[src/rtl/vclk_pkg.sv]
package vclk_pkg;

    // Number of binary divide stages: dot (/2), cpu (/4), colour (/8)
    localparam int unsigned DEF_STAGES  = 3;
    // Slow peripheral clock: ratio to the cpu clock and its high time
    localparam int unsigned DEF_E_RATIO = 10;
    localparam int unsigned DEF_E_HIGH  = 4;

    typedef enum logic {
        SRC_INT = 1'b0,
        SRC_EXT = 1'b1
    } src_e;

endpackage

[src/rtl/vclk_src_sel.sv]
module vclk_src_sel
    import vclk_pkg::*;
(
    input  logic clk,
    input  logic rst_n,
    input  logic ext_sel_n,
    input  logic ext_tick,
    input  logic period_last,
    output logic mtick
);

    typedef struct packed {
        src_e src;
    } sel_t;

    sel_t sel_d, sel_q;

    always_comb begin
        sel_d = sel_q;
        mtick = (sel_q.src == SRC_EXT) ? ext_tick : 1'b1;
        // only the tick that closes a colour period may change the source
        if (mtick && period_last) begin
            sel_d.src = ext_sel_n ? SRC_INT : SRC_EXT;
        end
    end

    always_ff @(posedge clk or negedge rst_n) begin
        if (!rst_n) begin
            sel_q <= '{src: SRC_INT};
        end else begin
            sel_q <= sel_d;
        end
    end

endmodule

[src/rtl/vclk_prescale.sv]
module vclk_prescale #(
    parameter int unsigned STAGES   = 3,
    parameter int unsigned STEP_IDX = 1
) (
    input  logic              clk,
    input  logic              rst_n,
    input  logic              tick,
    output logic [STAGES-1:0] lvl,
    output logic [STAGES-1:0] en,
    output logic              step,
    output logic              last,
    output logic              ph
);

    localparam int unsigned TOP = STAGES - 1;

    typedef struct packed {
        logic [STAGES-1:0] cnt;
        logic [STAGES-1:0] en;
    } pre_t;

    pre_t              pre_d, pre_q;
    logic [STAGES-1:0] cnt_next;
    logic [STAGES-1:0] rise_next;

    // a stage rises when the tick clears all of its lower count bits
    for (genvar i = 0; i < STAGES; i++) begin : g_stage
        assign rise_next[i] = tick && (cnt_next[i:0] == '0);
    end

    always_comb begin
        pre_d    = pre_q;
        cnt_next = tick ? pre_q.cnt + 1'b1 : pre_q.cnt;
        pre_d.cnt = cnt_next;
        pre_d.en  = rise_next;
    end

    always_ff @(posedge clk or negedge rst_n) begin
        if (!rst_n) begin
            pre_q <= '0;
        end else begin
            pre_q <= pre_d;
        end
    end

    assign lvl  = ~pre_q.cnt;
    assign en   = pre_q.en;
    assign step = rise_next[STEP_IDX];
    assign last = &pre_q.cnt;
    assign ph   = pre_q.cnt[TOP] ^ pre_q.cnt[TOP-1];

endmodule

[src/rtl/vclk_slow.sv]
module vclk_slow #(
    parameter int unsigned RATIO = 10,
    parameter int unsigned HIGH  = 4
) (
    input  logic clk,
    input  logic rst_n,
    input  logic step,
    output logic lvl,
    output logic en
);

    localparam int unsigned W = $clog2(RATIO);

    typedef struct packed {
        logic [W-1:0] cnt;
        logic         lvl;
        logic         en;
    } slow_t;

    slow_t slow_d, slow_q;

    always_comb begin
        slow_d    = slow_q;
        slow_d.en = 1'b0;
        if (step) begin
            if (slow_q.cnt == W'(RATIO - 1)) begin
                slow_d.cnt = '0;
                slow_d.en  = 1'b1;
            end else begin
                slow_d.cnt = slow_q.cnt + 1'b1;
            end
        end
        slow_d.lvl = (slow_d.cnt < W'(HIGH));
    end

    always_ff @(posedge clk or negedge rst_n) begin
        if (!rst_n) begin
            slow_q <= '{cnt: '0, lvl: 1'b1, en: 1'b0};
        end else begin
            slow_q <= slow_d;
        end
    end

    assign lvl = slow_q.lvl;
    assign en  = slow_q.en;

endmodule

[src/rtl/vclk_divider.sv]
module vclk_divider
    import vclk_pkg::*;
#(
    parameter int unsigned STAGES  = DEF_STAGES,
    parameter int unsigned E_RATIO = DEF_E_RATIO,
    parameter int unsigned E_HIGH  = DEF_E_HIGH
) (
    input  logic clk,
    input  logic rst_n,
    input  logic ext_clk_en_n,
    input  logic ext_tick,
    output logic dot_clk,
    output logic dot_en,
    output logic cpu_clk,
    output logic cpu_en,
    output logic cck_clk,
    output logic cck_en,
    output logic cck_ph,
    output logic e_clk,
    output logic e_en
);

    localparam int unsigned DOT_IDX = 0;
    localparam int unsigned CPU_IDX = 1;
    localparam int unsigned CCK_IDX = STAGES - 1;

    logic              mtick;
    logic              period_last;
    logic              cpu_step;
    logic [STAGES-1:0] lvl;
    logic [STAGES-1:0] en;

    vclk_src_sel i_src (
        .clk        (clk),
        .rst_n      (rst_n),
        .ext_sel_n  (ext_clk_en_n),
        .ext_tick   (ext_tick),
        .period_last(period_last),
        .mtick      (mtick)
    );

    vclk_prescale #(
        .STAGES  (STAGES),
        .STEP_IDX(CPU_IDX)
    ) i_pre (
        .clk  (clk),
        .rst_n(rst_n),
        .tick (mtick),
        .lvl  (lvl),
        .en   (en),
        .step (cpu_step),
        .last (period_last),
        .ph   (cck_ph)
    );

    vclk_slow #(
        .RATIO(E_RATIO),
        .HIGH (E_HIGH)
    ) i_slow (
        .clk  (clk),
        .rst_n(rst_n),
        .step (cpu_step),
        .lvl  (e_clk),
        .en   (e_en)
    );

    assign dot_clk = lvl[DOT_IDX];
    assign dot_en  = en[DOT_IDX];
    assign cpu_clk = lvl[CPU_IDX];
    assign cpu_en  = en[CPU_IDX];
    assign cck_clk = lvl[CCK_IDX];
    assign cck_en  = en[CCK_IDX];

endmodule

[config.mk]
export PLATFORM = sky130hd
export DESIGN_NAME = vclk_divider
export DESIGN_NICKNAME = d
export VERILOG_FILES = /design/src/rtl/vclk_pkg.sv /design/src/rtl/vclk_src_sel.sv /design/src/rtl/vclk_prescale.sv /design/src/rtl/vclk_slow.sv /design/src/rtl/vclk_divider.sv
export SDC_FILE = /design/constraint.sdc
export NUM_CORES = 1
export LEC_CHECK = 0
export ABC_AREA = 1
export BUFFER_PORTS_ARGS = -buffer_cell sky130_fd_sc_hd__buf_2
export CAP_MARGIN = 20
export CELL_PAD_IN_SITES_DETAIL_PLACEMENT = 1
export CELL_PAD_IN_SITES_GLOBAL_PLACEMENT = 1
export CORE_MARGIN = 2
export CORE_UTILIZATION = 34
export CTS_CLUSTER_DIAMETER = 120
export DETAILED_ROUTE_END_ITERATION = 10
export GPL_TIMING_DRIVEN = 0
export MAX_ROUTING_LAYER = met4
export PLACE_DENSITY = 0.68
export SLEW_MARGIN = 20
export SYNTH_ARGS = -nofsm -noshare
export SYNTH_HDL_FRONTEND = slang
export SYNTH_SLANG_ARGS = --single-unit
[constraint.sdc]
create_clock -name clk -period 1.6 [get_ports clk]
set_clock_uncertainty 0.2 [all_clocks]
set_input_delay 0.32 -clock clk [delete_from_list [all_inputs] [get_ports clk]]
set_output_delay 0.32 -clock clk [all_outputs]
set_load 0.01 [all_outputs]
==> results by group <==
Critical path
  • CP max-delay cell: dfrtp_1
  • Crit path kind: reg2out
  • Worst path max stage delay: 0.41 ns
  • Crit-path max FO: 3
  • Worst path required time: 1.08 ns
  • Crit path buf inv count: 2
  • CP Launch Type: flop
  • CP cell instances: buf_6 -> xor2_1 -> buf_2
  • Capturing point of the worst reg2reg path: i_slow.slow_q[3]
  • Arrival @ worst endpoint: 1.07 ns
  • Startpoint of the worst register-to-register path: i_pre.pre_q[3]
  • Crit. End Element: output port
  • R2R Setup Slk: approximately 0.08 ns
  • Top delay family on crit path: flip-flops
  • Register-to-Register Path Depth: 7

Pwr
  • Cell Pwr Density: 2290 mW/mm²
  • Design Power: around 1.7 mW
  • Max IR drop VDD: around 1.1 mV
  • Leakage power total: between 0.3 and 0.4 nW

Logic synthesis
  • Number of synthesized register bits: 13
  • Post-Synth Adder-Cell Area: 0.0642
  • Sequential area share after synthesis: 0.559
  • Post-synth EDFFs: 0
  • Synth Area in Compound Gates: 0.0642
  • Most frequent cells after synthesis: 12 x dfrtp_1, 7 x inv_1, 5 x nand2_1, 4 x o21ai_0
  • Mux share of post-synthesis cell area: 0
  • Cell with the most instances after synthesis: dfrtp_1
  • Mapped Cells: 54
  • Prevailing post-synth register cell: dfrtp_1
  • Synth Area in Simple Gates: 0.221
  • Xor-xnor portion of the synthesized cell area: 0.0300
  • Synth Net Count: around 60
  • Synth warn: 0
  • Synth area leader: dfrtp_1
  • FFs w/ async S/R, synth: 1.00
  • Area contributors post-synth: dfrtp_1 51%, ha_1 6.4%, dfstp_2 4.5%
  • Syn Area/Cell: roughly 11 µm²
  • Synth top area share: 0.514
  • Post-Syn Area: roughly 580 µm²
  • Main combinational cell family by area after synthesis: simple AND/OR/NAND/NOR gates
  • Synth cell types: 20

Place
  • Placed cell count: just over 80
  • IO Port Bufs: 12
  • DP Worst Slack: -0.119 ns
  • HPWL after DPL: roughly 800 µm
  • Dpl cell area: approximately 660 µm²
  • Final Wtd Congestion: between 0.7 and 0.8

STA
  • Hold WS: roughly 0.035 ns
  • Fmax: roughly 630 MHz
  • Setup TNS: 0 ns
  • Worst Max-Slew Pin Slew: between 0.2 and 0.3 ns
  • Final hold violation count: 0
  • Fin. max-slew vios: 0
  • Fin crit share: 0.993
  • Period minus WS final: 1.59 ns
  • Final setup violation count: 0
  • Slew HR: 0.811
  • Worst Slack Setup Final: ~0.012 ns
  • RSZ-0062 raised after global routing: true

Detailed routing
  • Remaining antenna violation count: 0
  • Vias post-DR: around 410
  • DR WL/cell: between 10 and 15 µm
  • Vias per cell: around 4.5
  • Routed WL: about 1100 µm
  • DR DRC count: 0
  • TritonRoute pass-1 iters: 4
  • DR iter-0 viols: 3

Clocking
  • Root buffer cell: clkbuf_4
  • Clock buffer depth: 2
  • TritonCTS clock tree: done
  • Worst-skew pair later-pin latency: around 0.27 ns
  • H-tree levels: 1
  • CTS sink count: 13
  • Num CTS Buffers: 3
  • Clock Pin Slew Worst Setup and Hold Paths: about 0.070 ns

Final layout
  • Layout Cells excl Fill: 91
  • # diodes: 0
  • Layout area overhead: 29.1%
  • Layout cell share with drive strength beyond 1: 0.440
  • Nets: 83
  • Fillers: 178
  • Final core occ: 0.484
  • Cell area after layout: between 700 and 800 µm²

Global route
  • Vias in the first global route: 398
  • Largest net degree at the start of global routing: 14
  • GRT Total Usage: 0.129
  • Initial antenna violation count: 0
  • First-pass GRT wire length: 1770 µm
  • Grt total ovfl: 0

Floorplan
  • Die width: 45.5 µm
  • Initial Util: 0.375
  • DIE AREA: a little over 0.002 mm²
  • Core box area: 0.00156 mm²
  • FP Rows: 14
  • IO Count: 13
  • Die Y: ~45 µm

Worst hold path
  • Hold WC Path Type: in2reg
  • Worst hold path stage count: 2
  • Hold path start: ext_clk_en_n
  • Worst Hold End: i_src.sel_q

Job
  • Max cap viols: 0

Outcome
  • Status: finished, final reports clean
-- sequential cells by signal (all words and copies together) (netlist names) --
name,flops
i_src.sel_q,1
i_pre.pre_q,3
i_slow.slow_q,4
i_slow.en,1
i_pre.en,3
i_slow.lvl,1
-- worst register-to-register path, stage by stage (launching register included) --
cell	delay (ns)
dfrtp_1	0.41
ha_1	0.32
inv_2	0.07
nand2_4	0.07
nor2_8	0.13
inv_4	0.06
o21ai_2	0.09
o21ai_1	0.06
-- placed cells by master, fill, tap and decap left out --
cell and instances:
ha_4 1, nor2_1 3, nand3_1 1, inv_1 6, buf_6 2, buf_4 2, ha_1 2, clkbuf_1 1
dlygate4sd3_1 1, nor2_8 1, xor2_1 2, nor2_2 2, dfstp_2 1, nand2_1 5, o21a_1 1, o21ai_1 1
a21oi_1 1, clkbuf_4 3, nand4_1 2, inv_4 1, nand2_2 3, o21ai_2 1, nand3b_1 1, nand2_4 2
inv_2 2, buf_2 12, o21ai_0 3, dfrtp_1 12
-- where the power goes --
| group | internal (mW) | switching, mW | leakage (nW) |
|---|---|---|---|
| clock network | 0.0965 | 0.0966 | 0.0150 |
| logic | 0.435 | 0.498 | 0.221 |
| registers | 0.482 | 0.123 | 0.160 |
-- layout make-up --
cell class,instances,area [µm²],area share
sequential,13,327,0.433
multi-input combinational,32,238,0.315
tap,16,20.0,0.0265
inverter,9,36.3,0.0481
timing repair buffer,17,108,0.143
clock buffer,4,26.3,0.0348
-- logic make-up after synthesis --
family	after synthesis
adder cells (fa/ha/maj)	3
AO/OA/AOI/OAI	7
AND/OR/NAND/NOR	20
buffers and inverters	9
XOR/XNOR	2
flip-flops	13
-- metal layers --
layer	vias to the layer above	wire (µm)	track usage
met2	12	499	0.180
met1	188	495	0.161
met3	2	66	0.0714
met5	-	0	-
li1	212	-	-
met4	0	6	0.0353
-- worst max path at each step --
stage                              start               end  slack [ns]  depth (start not counted)
after floorplan              i_src.sel_q  i_slow.slow_q[3]        0.08                          6
after global placement          ext_tick  i_slow.slow_q[3]       -0.11                          8
after detailed placement        ext_tick  i_slow.slow_q[3]       -0.12                          8
after CTS                 i_pre.pre_q[4]  i_slow.slow_q[3]       0.003                          7
after global routing      i_pre.pre_q[4]            cck_ph       -0.05                          3
final                     i_pre.pre_q[4]            cck_ph        0.01                          3
-- repair_timing --
item,in CTS,in global routing
gates cloned,0,0
resized for setup,3,4
hold buffers,1,0
buffers inserted,2,2
endpoints found under the setup margin,1,4
endpoints found under the hold margin,13,0
pin swaps,2,2
(Power assumes the default switching activity.)
